<file path="config.mk">
export PLATFORM = sky130hd
export DESIGN_NAME = mbx_seq
export DESIGN_NICKNAME = d
export VERILOG_FILES = /design/src/rtl/mbx_pkg.sv /design/src/rtl/mbx_datapath.sv /design/src/rtl/mbx_ctrl.sv /design/src/rtl/mbx_seq.sv
export SDC_FILE = /design/constraint.sdc
export NUM_CORES = 1
export LEC_CHECK = 0
export ABC_CLOCK_PERIOD_IN_PS = 11900
export BUFFER_PORTS_ARGS = -buffer_cell sky130_fd_sc_hd__buf_4
export CORE_MARGIN = 3
export CORE_UTILIZATION = 58
export DETAILED_ROUTE_END_ITERATION = 12
export HOLD_SLACK_MARGIN = 0.06
export PLACE_DENSITY = 0.95
export SLEW_MARGIN = 10
export SYNTH_ARGS = -nofsm -noshare
export SYNTH_HDL_FRONTEND = slang
export SYNTH_SLANG_ARGS = --single-unit
</file>
<file path="constraint.sdc">
create_clock -name clk -period 11.9 [get_ports clk]
set_clock_uncertainty 0.1 [all_clocks]
set_input_delay 2.38 -clock clk [delete_from_list [all_inputs] [get_ports clk]]
set_output_delay 2.38 -clock clk [all_outputs]
set_load 0.01 [all_outputs]
</file>
<file path="src/rtl/mbx_pkg.sv">
package mbx_pkg;

  localparam int ADDR_W     = 4;
  localparam int CMD_WORDS  = 4;
  localparam int DATA_WORDS = CMD_WORDS - 1;
  localparam int IDX_W      = $clog2(CMD_WORDS);

  // Mailbox register map as seen on the register bus
  localparam logic [ADDR_W-1:0] ADR_CMD0    = 4'd0;
  localparam logic [ADDR_W-1:0] ADR_RSP0    = 4'd4;
  localparam logic [ADDR_W-1:0] ADR_RBELL   = 4'd8;
  localparam logic [ADDR_W-1:0] ADR_RBELL_S = 4'd9;
  localparam logic [ADDR_W-1:0] ADR_HBELL   = 4'd10;
  localparam logic [ADDR_W-1:0] ADR_HBELL_C = 4'd11;

  localparam int BELL_BIT  = 63;
  localparam int RETRY_BIT = 60;
  localparam logic [63:0] RING_WORD = 64'h8000_0000_0000_0000;

  localparam int FLAG_RESP_BIT = 8;

  localparam logic [11:0] PRIM_OK     = 12'h000;
  localparam logic [11:0] PRIM_SEQERR = 12'h003;
  localparam logic [11:0] PRIM_FAIL   = 12'h0FE;

  typedef enum logic [1:0] {WSEL_CMD, WSEL_RING, WSEL_ZERO} wsel_e;
  typedef enum logic [1:0] {STAT_OK, STAT_RESP, STAT_SEQERR, STAT_FAIL} stat_e;
  typedef enum logic [1:0] {TMO_NONE, TMO_SHORT, TMO_LONG} tmo_e;

  // Strobes from control to datapath
  typedef struct packed {
    logic             load;
    logic             timerClr;
    logic             timerRun;
    logic             capRsp;
    logic             setStat;
    stat_e            statSel;
    wsel_e            wSel;
    logic [IDX_W-1:0] wordIdx;
  } ctl_t;

  function automatic tmo_e classTmo(input logic [15:0] cmd);
    tmo_e r;
    case (cmd[15:8])
      8'hD1, 8'hD4, 8'hD5, 8'hD6: r = TMO_SHORT;
      8'hD2, 8'hD3:               r = TMO_LONG;
      8'hD7:                      r = (cmd == 16'hD705) ? TMO_LONG : TMO_SHORT;
      default:                    r = TMO_NONE;
    endcase
    return r;
  endfunction

endpackage

</file>
<file path="src/rtl/mbx_datapath.sv">
module mbx_datapath
  import mbx_pkg::*;
#(
  parameter logic [15:0] SEQ_MAX      = 16'hFFFF,
  parameter int unsigned TICKS_PER_MS = 100000,
  parameter int unsigned SHORT_MS     = 100,
  parameter int unsigned LONG_MS      = 30000
) (
  input  logic        clk,
  input  logic        rstN,
  input  ctl_t        ctl,
  input  logic [15:0] reqCmd,
  input  logic [15:0] reqFlags,
  input  logic [63:0] reqData [DATA_WORDS],
  input  logic [11:0] rdPrim,
  input  logic [15:0] rdSeq,
  output logic [63:0] busWdata,
  output logic        needResp,
  output logic        timeoutHit,
  output logic        seqOk,
  output logic [11:0] donePrimary,
  output logic [15:0] doneSeq
);

  localparam longint unsigned SHORT_T = longint'(SHORT_MS) * longint'(TICKS_PER_MS);
  localparam longint unsigned LONG_T  = longint'(LONG_MS) * longint'(TICKS_PER_MS);
  localparam int TMR_W = $clog2(LONG_T + 1) < 1 ? 1 : $clog2(LONG_T + 1);

  logic [63:0]      cmdWord [CMD_WORDS];
  logic [15:0]      seqCnt, seqNext, curSeq;
  logic [TMR_W-1:0] timerCnt, timerLim;
  logic [11:0]      rspPrim;
  logic [15:0]      rspSeq;

  // Sequence counter skips the reserved top value and zero
  assign seqNext = (seqCnt + 16'd1 == SEQ_MAX) ? 16'd1 : seqCnt + 16'd1;

  always_ff @(posedge clk) begin
    if (!rstN) begin
      seqCnt   <= 16'd1;
      curSeq   <= 16'd0;
      needResp <= 1'b0;
      timerLim <= '0;
      for (int i = 0; i < CMD_WORDS; i++) cmdWord[i] <= '0;
    end else if (ctl.load) begin
      seqCnt     <= seqNext;
      curSeq     <= seqCnt;
      needResp   <= reqFlags[FLAG_RESP_BIT];
      cmdWord[0] <= {16'h0000, reqFlags, seqCnt, reqCmd};
      for (int i = 0; i < DATA_WORDS; i++) cmdWord[i+1] <= reqData[i];
      case (classTmo(reqCmd))
        TMO_SHORT: timerLim <= TMR_W'(SHORT_T);
        TMO_LONG:  timerLim <= TMR_W'(LONG_T);
        default:   timerLim <= '0;
      endcase
    end
  end

  // Response timer
  assign timeoutHit = (timerCnt >= timerLim);

  always_ff @(posedge clk) begin
    if (!rstN)                            timerCnt <= '0;
    else if (ctl.timerClr)                timerCnt <= '0;
    else if (ctl.timerRun && !timeoutHit) timerCnt <= timerCnt + 1'b1;
  end

  // Response capture and check
  always_ff @(posedge clk) begin
    if (!rstN) begin
      rspPrim <= '0;
      rspSeq  <= '0;
    end else if (ctl.capRsp) begin
      rspPrim <= rdPrim;
      rspSeq  <= rdSeq;
    end
  end

  assign seqOk = (rspSeq == curSeq);

  always_ff @(posedge clk) begin
    if (!rstN) donePrimary <= PRIM_OK;
    else if (ctl.setStat) begin
      case (ctl.statSel)
        STAT_OK:     donePrimary <= PRIM_OK;
        STAT_RESP:   donePrimary <= rspPrim;
        STAT_SEQERR: donePrimary <= PRIM_SEQERR;
        default:     donePrimary <= PRIM_FAIL;
      endcase
    end
  end

  assign doneSeq = curSeq;

  always_comb begin
    case (ctl.wSel)
      WSEL_CMD:  busWdata = cmdWord[ctl.wordIdx];
      WSEL_RING: busWdata = RING_WORD;
      default:   busWdata = '0;
    endcase
  end

  AST_SEQ_RANGE: assert property (@(posedge clk) disable iff (!rstN)
    (seqCnt != 16'd0) && (seqCnt != SEQ_MAX));
  AST_SEQ_HOLD: assert property (@(posedge clk) disable iff (!rstN)
    !ctl.load |=> $stable(seqCnt));
  AST_FAIL_CODE: assert property (@(posedge clk) disable iff (!rstN)
    (ctl.setStat && ctl.statSel == STAT_FAIL) |=> donePrimary == PRIM_FAIL);

endmodule

</file>
<file path="src/rtl/mbx_ctrl.sv">
module mbx_ctrl
  import mbx_pkg::*;
(
  input  logic              clk,
  input  logic              rstN,
  input  logic              reqValid,
  output logic              reqReady,
  input  logic              hostIrq,
  input  logic              busAck,
  input  logic              busErr,
  input  logic              rdBell,
  input  logic              rdRetry,
  input  logic              needResp,
  input  logic              timeoutHit,
  input  logic              seqOk,
  output logic              busReq,
  output logic              busWrite,
  output logic [ADDR_W-1:0] busAddr,
  output logic              doneValid,
  output ctl_t              ctl
);

  typedef enum logic [3:0] {
    S_IDLE, S_POLL, S_WCMD, S_RING, S_WAIT, S_RDBELL, S_RRSP, S_CLR, S_DONE
  } state_e;
  typedef enum logic [1:0] {EV_NONE, EV_RESP, EV_RETRY} evt_e;

  state_e           state, stateNxt;
  evt_e             evt, evtNxt;
  logic [IDX_W-1:0] idx, idxNxt;
  logic             lastIdx;

  assign lastIdx   = (idx == IDX_W'(CMD_WORDS - 1));
  assign reqReady  = (state == S_IDLE);
  assign doneValid = (state == S_DONE);

  always_ff @(posedge clk) begin
    if (!rstN) begin
      state <= S_IDLE;
      evt   <= EV_NONE;
      idx   <= '0;
    end else begin
      state <= stateNxt;
      evt   <= evtNxt;
      idx   <= idxNxt;
    end
  end

  always_comb begin
    stateNxt    = state;
    evtNxt      = evt;
    idxNxt      = idx;
    busReq      = 1'b0;
    busWrite    = 1'b0;
    busAddr     = ADR_RBELL;
    ctl         = '0;
    ctl.wordIdx = idx;
    ctl.wSel    = WSEL_CMD;
    ctl.statSel = STAT_OK;

    case (state)
      S_IDLE: begin
        if (reqValid) begin
          ctl.load = 1'b1;
          stateNxt = S_POLL;
        end
      end

      S_POLL: begin
        busReq  = 1'b1;
        busAddr = ADR_RBELL;
        if (busAck) begin
          if (busErr) begin
            ctl.setStat = 1'b1; ctl.statSel = STAT_FAIL; stateNxt = S_DONE;
          end else if (!rdBell) begin
            idxNxt   = '0;
            stateNxt = S_WCMD;
          end
        end
      end

      S_WCMD: begin
        busReq   = 1'b1;
        busWrite = 1'b1;
        busAddr  = ADR_CMD0 + ADDR_W'(idx);
        if (busAck) begin
          if (busErr) begin
            ctl.setStat = 1'b1; ctl.statSel = STAT_FAIL; stateNxt = S_DONE;
          end else if (lastIdx) begin
            stateNxt = S_RING;
          end else begin
            idxNxt = idx + 1'b1;
          end
        end
      end

      S_RING: begin
        busReq   = 1'b1;
        busWrite = 1'b1;
        busAddr  = ADR_RBELL_S;
        ctl.wSel = WSEL_RING;
        if (busAck) begin
          if (busErr) begin
            ctl.setStat = 1'b1; ctl.statSel = STAT_FAIL; stateNxt = S_DONE;
          end else if (needResp) begin
            ctl.timerClr = 1'b1;
            stateNxt     = S_WAIT;
          end else begin
            ctl.setStat = 1'b1; ctl.statSel = STAT_OK; stateNxt = S_DONE;
          end
        end
      end

      S_WAIT: begin
        ctl.timerRun = 1'b1;
        if (timeoutHit) begin
          ctl.setStat = 1'b1; ctl.statSel = STAT_FAIL; stateNxt = S_DONE;
        end else if (hostIrq) begin
          stateNxt = S_RDBELL;
        end
      end

      S_RDBELL: begin
        busReq  = 1'b1;
        busAddr = ADR_HBELL;
        if (busAck) begin
          if (busErr) begin
            ctl.setStat = 1'b1; ctl.statSel = STAT_FAIL; stateNxt = S_DONE;
          end else if (rdRetry) begin
            evtNxt = EV_RETRY; stateNxt = S_CLR;
          end else if (rdBell) begin
            evtNxt = EV_RESP; idxNxt = '0; stateNxt = S_RRSP;
          end else begin
            evtNxt = EV_NONE; stateNxt = S_CLR;
          end
        end
      end

      S_RRSP: begin
        busReq     = 1'b1;
        busAddr    = ADR_RSP0 + ADDR_W'(idx);
        ctl.capRsp = busAck && !busErr && (idx == '0);
        if (busAck) begin
          if (busErr) begin
            ctl.setStat = 1'b1; ctl.statSel = STAT_FAIL; stateNxt = S_DONE;
          end else if (lastIdx) begin
            stateNxt = S_CLR;
          end else begin
            idxNxt = idx + 1'b1;
          end
        end
      end

      S_CLR: begin
        busReq   = 1'b1;
        busWrite = 1'b1;
        busAddr  = ADR_HBELL_C;
        ctl.wSel = WSEL_ZERO;
        if (busAck) begin
          if (busErr) begin
            ctl.setStat = 1'b1; ctl.statSel = STAT_FAIL; stateNxt = S_DONE;
          end else begin
            case (evt)
              EV_RETRY: stateNxt = S_POLL;
              EV_RESP: begin
                ctl.setStat = 1'b1;
                ctl.statSel = seqOk ? STAT_RESP : STAT_SEQERR;
                stateNxt    = S_DONE;
              end
              default: stateNxt = S_WAIT;
            endcase
          end
        end
      end

      S_DONE:  stateNxt = S_IDLE;
      default: stateNxt = S_IDLE;
    endcase
  end

  AST_BUS_HOLD: assert property (@(posedge clk) disable iff (!rstN)
    (busReq && !busAck) |=> (busReq && $stable(busAddr) && $stable(busWrite)));
  AST_DONE_PULSE: assert property (@(posedge clk) disable iff (!rstN)
    doneValid |=> (!doneValid && reqReady));

endmodule

</file>
<file path="src/rtl/mbx_seq.sv">
module mbx_seq
  import mbx_pkg::*;
#(
  parameter logic [15:0] SEQ_MAX      = 16'hFFFF,
  parameter int unsigned TICKS_PER_MS = 100000,
  parameter int unsigned SHORT_MS     = 100,
  parameter int unsigned LONG_MS      = 30000
) (
  input  logic        clk,
  input  logic        rstN,
  input  logic        reqValid,
  output logic        reqReady,
  input  logic [15:0] reqCmd,
  input  logic [15:0] reqFlags,
  input  logic [63:0] reqWord1,
  input  logic [63:0] reqWord2,
  input  logic [63:0] reqWord3,
  output logic        busReq,
  output logic        busWrite,
  output logic [3:0]  busAddr,
  output logic [63:0] busWdata,
  input  logic [63:0] busRdata,
  input  logic        busAck,
  input  logic        busErr,
  input  logic        hostIrq,
  output logic        doneValid,
  output logic [11:0] donePrimary,
  output logic [15:0] doneSeq
);

  ctl_t        ctl;
  logic        needResp, timeoutHit, seqOk;
  logic [63:0] dataArr [DATA_WORDS];
  logic        unusedRd;

  assign dataArr[0] = reqWord1;
  assign dataArr[1] = reqWord2;
  assign dataArr[2] = reqWord3;
  assign unusedRd   = ^{busRdata[62:61], busRdata[47:32], busRdata[15:0]};

  mbx_ctrl u_ctrl (
    .clk        (clk),
    .rstN       (rstN),
    .reqValid   (reqValid),
    .reqReady   (reqReady),
    .hostIrq    (hostIrq),
    .busAck     (busAck),
    .busErr     (busErr),
    .rdBell     (busRdata[BELL_BIT]),
    .rdRetry    (busRdata[RETRY_BIT]),
    .needResp   (needResp),
    .timeoutHit (timeoutHit),
    .seqOk      (seqOk),
    .busReq     (busReq),
    .busWrite   (busWrite),
    .busAddr    (busAddr),
    .doneValid  (doneValid),
    .ctl        (ctl)
  );

  mbx_datapath #(
    .SEQ_MAX      (SEQ_MAX),
    .TICKS_PER_MS (TICKS_PER_MS),
    .SHORT_MS     (SHORT_MS),
    .LONG_MS      (LONG_MS)
  ) u_dp (
    .clk         (clk),
    .rstN        (rstN),
    .ctl         (ctl),
    .reqCmd      (reqCmd),
    .reqFlags    (reqFlags),
    .reqData     (dataArr),
    .rdPrim      (busRdata[59:48]),
    .rdSeq       (busRdata[31:16]),
    .busWdata    (busWdata),
    .needResp    (needResp),
    .timeoutHit  (timeoutHit),
    .seqOk       (seqOk),
    .donePrimary (donePrimary),
    .doneSeq     (doneSeq)
  );

  AST_RING_VALUE: assert property (@(posedge clk) disable iff (!rstN)
    (busReq && busWrite && busAddr == ADR_RBELL_S) |-> busWdata == RING_WORD);
  AST_CLEAR_VALUE: assert property (@(posedge clk) disable iff (!rstN)
    (busReq && busWrite && busAddr == ADR_HBELL_C) |-> busWdata == 64'd0);
  AST_IDLE_QUIET: assert property (@(posedge clk) disable iff (!rstN)
    reqReady |-> !busReq);

endmodule

</file>
# Word level (Yosys, flattened, before mapping)
# Memories as Yosys holds them, arrays and structs flattened. A register that Yosys moved wholly into a read port is not among the register bits.
# Cells that the tools add are included.
dict set report word_totals {
  input_bits 294
  ram_bits 256
  out_inout_bits 100
  regBits 145
  wordCells 165
  n_memories 1
}
dict set report classes {
  add_sub_neg 4
  n_reduce_logical 20
  muxes 77
  eq_ne 45
  bitwise 6
  order_cmp 1
}
# name words width rd rd_ports_with_merged_regs write_ports line
set memory_table {}
lappend memory_table {u_dp.cmdWord 4 64 1 1 4 mbx_datapath.sv:29} ;# logic [63:0] cmdWord [CMD_WORDS];
# cell count
set ops {}
lappend ops {{2-to-1 mux 64 bit} 4}
lappend ops {{case mux 64 bit (2 select lines)} 1}
lappend ops {{2-to-1 mux 4 bit} 20}
lappend ops {{case mux 32 bit (2 select lines)} 1}
lappend ops {{== test 8 bit, second input constant} 7}
lappend ops {{case mux 12 bit (3 select lines)} 1}
lappend ops {{2-to-1 mux 2 bit} 17}
lappend ops {{adder 32 x 1 -> 32 bit, second input constant} 1}
lappend ops {{== test 16 bit, second input constant} 2}
lappend ops {{greater-or-equal comparator 32 bit} 1}
lappend ops {{case mux 4 bit (8 select lines)} 1}
lappend ops {{inequality test 2 bit, second input constant} 14}
lappend ops {{2-to-1 mux 3 bit} 9}
lappend ops {{AND reduction 11 bit} 2}
lappend ops {{case mux 4 bit (5 select lines)} 1}
lappend ops {{adder 16 x 1 -> 16 bit, second input constant} 1}
lappend ops {{== test 16 bit} 1}
lappend ops {{== test 4 x 3 -> 1 bit, second input constant} 4}
lappend ops {{2-to-1 mux 1 bit} 16}
lappend ops {{2-to-1 mux 16 bit} 1}
lappend ops {{case mux 2 bit (3 select lines)} 2}
lappend ops {{case mux 3 bit (4 select lines)} 1}
lappend ops {{inequality test 3 x 2 -> 1 bit, second input constant} 3}
lappend ops {{== test 2 x 1 -> 1 bit, second input constant} 4}
lappend ops {{22 further kinds} 38}

# Logic depth before layout (Yosys ltp)
dict set report logic_depth {
  depth_word 8
  ltp_mapped 11
  mapped_depth_nobuf 9
}

# Modules after synthesis
# Synthesis repeated with hierarchy kept, for this count alone.
dict set report hier_totals {
  hier_cells 1423
  area_unflattened_um2 16956.3
}
# mod area_each_um2 n_inst seq_area_each_um2 cells_each
set by_module_without_submodules {}
lappend by_module_without_submodules {mbx_datapath 16086.7 1 9369.0 1308}
lappend by_module_without_submodules {mbx_ctrl 869.6 1 160.2 115}

# Worst setup path after synthesis
# No wires, ideal clock.
dict set report synth_path {
  path_type {input to register}
  start {input rstN}
  end {register u_dp.seqCnt[15]}
  n_path_buf 1
  cell_stages 5
  path_slack_ps 3644
  required_ps 11431
  arrival_ps 7787
  cell_sequence {inv_1 -> clkbuf_1 -> a21oi_1 -> inv_1 -> a31oi_1}
}
# item line
set synth_rtl {}
lappend synth_rtl {{start, declared} mbx_seq.sv:10} ;# input logic rstN,
lappend synth_rtl {{end signal, assigned} mbx_datapath.sv:46} ;# seqCnt <= seqNext;
lappend synth_rtl {{end, declared} mbx_datapath.sv:30} ;# logic [15:0] seqCnt, seqNext, curSeq;

==> out/metrics.cfg <==
[finish]
utilization_pct = 73.9
finalNetCount = 2058
area_growth_pct = 24.5
fillers = 1759
postLayoutCellArea_mm2 = 0.0208
drive_gt1_share_pct = 28.7

[clock_tree]
clk_pin_slew_worst_paths_ns = 0.07
clock_sinks = 358
clk_latency_ns = 0.52
cts_tree = built
post_cts_buffers = 0
htree_levels = 2
cts_resized = 0
numCtsBuffers = 37
cts_root_buffer = clkbuf_16
clockBufferDepth = 3
hold_buffers = 0

[global_routing]
track_usage_pct = 28.2
grt.met3_usage_pct = 5.06
grt_pass1_wl_um = 68900
grt_pass1_vias = 13000
use_met2_pct = 49.6
grt_max_degree = 155
use_met1_pct = 34.4
grt.busiest_layer = met2
antenna_found_initial = 2
grt_overflow = 0

[critical_path]
endpoint_kind = primary output
crit_required_ns = 9.42
worst-path-buf-inv = 3
cp-start-kind = register
crit_path_max_incr_delay_ns = 0.70
crit_type = reg -> out
crit_path_cell_trace = buf_4 > nor2b_1 > buf_4 > a221oi_1 > a21oi_1 > buf_4
crit_family = buffers and inverters
crit_top_cell = buf_4
cp_slowest_cell = buf_4
critPathArrivalTime_ns = 3.08
crit_path_max_fanout = 45

[detailed_routing]
drtAntennaViolNets = 0
drcViolationCount = 0
dr_total_vias = 12800
drt_wl_total_um = 44700
wl_per_cell_um = 20.8
drtIter0Drc = 1483
vias_per_cell = 5.97
drt_pre_antenna_iters = 6

[timing]
fmax_mhz = 180
tns_ns = 0
period_needed_ns = 5.56
fin_ws_ns = 6.34
finalHoldViolations = 0
final_max_slew_viol_count = 0
rsz0062_at_grt = no
max_slew_margin_pct = 6.13
setup_viol_count_final = 0
fin_crit_sh_pct = 46.7
worst_slew_pin_slew_ns = 1.40

[floorplan]
dieArea_mm2 = 0.0308
pin_count = 394
rows = 61
fp.dieH_um = 176
start_util_pct = 59.3
core_area_mm2 = 0.0281
die_x_um = 176

[placed_design]
post-place-ws_ns = 6.59
port_buffers = 359
place_area_mm2 = 0.0196
place.detailed.hpwl_um = 29800
place.gp.congestion = 0.934

[logic_synthesis]
synth_top_family_by_area = simple AND/OR/NAND/NOR gates
synthSimpleGateAreaFrac_pct = 20.9
ys_seq_area_share_pct = 57.4
synth_mux_area_share_pct = 7.88
synth_top_cell_area_share_pct = 43.2
synth_edf_count = 240
ys_ff_latch = 358
syn_nets = 1735
synthAdderAreaFrac_pct = 1.88
synth.avg_cell_area_um2 = 11.8
ys.flop_type = edfxtp_1
synth.top_cells.by_area = edfxtp_1, dfxtp_1, and2_1
synth.distinct_cells = 71
syn_inst = 1416
async_flop_share_pct = 0
synth_compound_area_share_pct = 8.00
ys.warnings.count = 0
synth_area_mm2 = 0.0167
yosys-top-cells-count = and2_1, edfxtp_1, nand2_1
yosysMostFrequentCell = and2_1
synth-xor-area-share_pct = 1.37
yosys.area.top_type = edfxtp_1

[power_and_ir_drop]
ir_worst_vdd_mv = 0.149
power_leakage_nw = 8.36
p_per_area_mw_per_mm2 = 168

[hold_path]
hp-class = reg -> reg

[outcome]
status = finished, final reports clean

[run]
drv_cap = 0

[report_power, final]
part,switching [mW],internal [mW]
logic,0.360,0.299
clock network,0.473,0.628
registers,0.0969,1.64
[metal layers]
| metal | routed length [um] | vias up | share of wire [%] |
|---|---|---|---|
| li1 | - | 5764 | - |
| met1 | 16500 | 6207 | 37 |
| met2 | 22900 | 704 | 51 |
| met3 | 3280 | 139 | 7.3 |
| met4 | 2000 | 2 | 4.5 |
| met5 | 13 | - | 0.029 |
[worst reg2reg max path: stages, from the launching register on]
cell and delay (ns):
dfxtp_1 0.45, nor4_1 0.41, buf_4 0.23, a21oi_2 0.06, buf_4 0.25, inv_8 0.71, buf_4 1.16
[registers in the layout, summed over array words and instances (netlist names), named ones only]
| signal | count |
|---|---|
| u_dp.cmdWord | 240 |
| u_dp.timerCnt | 32 |
| u_dp.doneSeq | 16 |
| u_dp.rspSeq | 16 |
| u_dp.seqCnt | 16 |
| u_dp.donePrimary | 12 |
| u_dp.rspPrim | 12 |
| u_ctrl.state | 4 |
| u_dp.timerLim | 3 |
| u_ctrl.evt | 2 |
| u_ctrl.idx | 2 |
| u_dp.needResp | 1 |
[layout by cell type (no fill, tap or decap), types with 4 or more instances in the layout]
| master | instances |
|---|---|
| o211ai_1 | 5 |
| nand2_1 | 123 |
| dfxtp_1 | 116 |
| or3_1 | 18 |
| mux2i_1 | 4 |
| and3_1 | 14 |
| inv_1 | 23 |
| o31ai_1 | 7 |
| edfxtp_1 | 240 |
| a21oi_1 | 69 |
| or4_1 | 10 |
| o21ai_0 | 40 |
| o21ai_1 | 4 |
| nand4_1 | 17 |
| xnor2_1 | 25 |
| a32o_1 | 4 |
| clkbuf_1 | 12 |
| ha_1 | 25 |
| a31oi_1 | 6 |
| nor2b_1 | 55 |
| nand3_1 | 38 |
| nand4b_1 | 4 |
| clkbuf_16 | 40 |
| nand2b_1 | 4 |
| nor4_1 | 9 |
| a21oi_2 | 4 |
| and2_1 | 245 |
| mux2_2 | 17 |
| clkinv_2 | 6 |
| mux4_2 | 48 |
| and4_1 | 5 |
| nor3_1 | 7 |
| a22oi_1 | 16 |
| a21o_1 | 19 |
| nor2_1 | 52 |
| buf_4 | 368 |
[final cells by class]
type	count	area [um2]	area share, %
sequential	358	9580	46.1
multi-input combinational	950	6700	32.3
timing repair buffer	368	2760	13.3
clock buffer	54	1070	5.17
tap	378	473	2.28
inverter	24	97.6	0.470
clock inverter	12	65.1	0.313
antenna	1	2.50	0.0121
[through the flow]
| step | total power, mW | std cells | hold WS, ns |
|---|---|---|---|
| 2_1_floorplan | 2.13 | 1416 | 0.332 |
| 3_3_place_gp | 2.36 | 2078 | 0.342 |
| 3_5_place_dp | 2.41 | 2078 | 0.344 |
| 4_1_cts | 3.50 | 2144 | 0.352 |
| 5_1_grt | 3.63 | 2145 | 0.383 |
| 6_report | 3.49 | 2145 | 0.354 |
[logic make-up (layout without fill, tap and decap cells)]
logic type               after synthesis  count (layout)
AND/OR/NAND/NOR                      623             623
adder cells (fa/ha/maj)               25              25
buffers and inverters                108             458
multiplexers                          69              69
XOR/XNOR                              26              26
flip-flops                           358             358
AO/OA/AOI/OAI                        207             207
other                                  0               1
[final timing paths]
check                  startpoint             endpoint  slack (ns)  depth (start not counted)
setup / recovery         register         busWdata[63]        6.34                          6
hold / removal    u_dp.rspPrim[3]      u_dp.rspPrim[3]        0.35                          2
setup reg to reg  u_ctrl.state[1]  u_dp.cmdWord[3][10]        8.10                          6
hold reg to reg   u_dp.rspPrim[3]      u_dp.rspPrim[3]        0.35                          2
(Power assumes the default switching activity.)
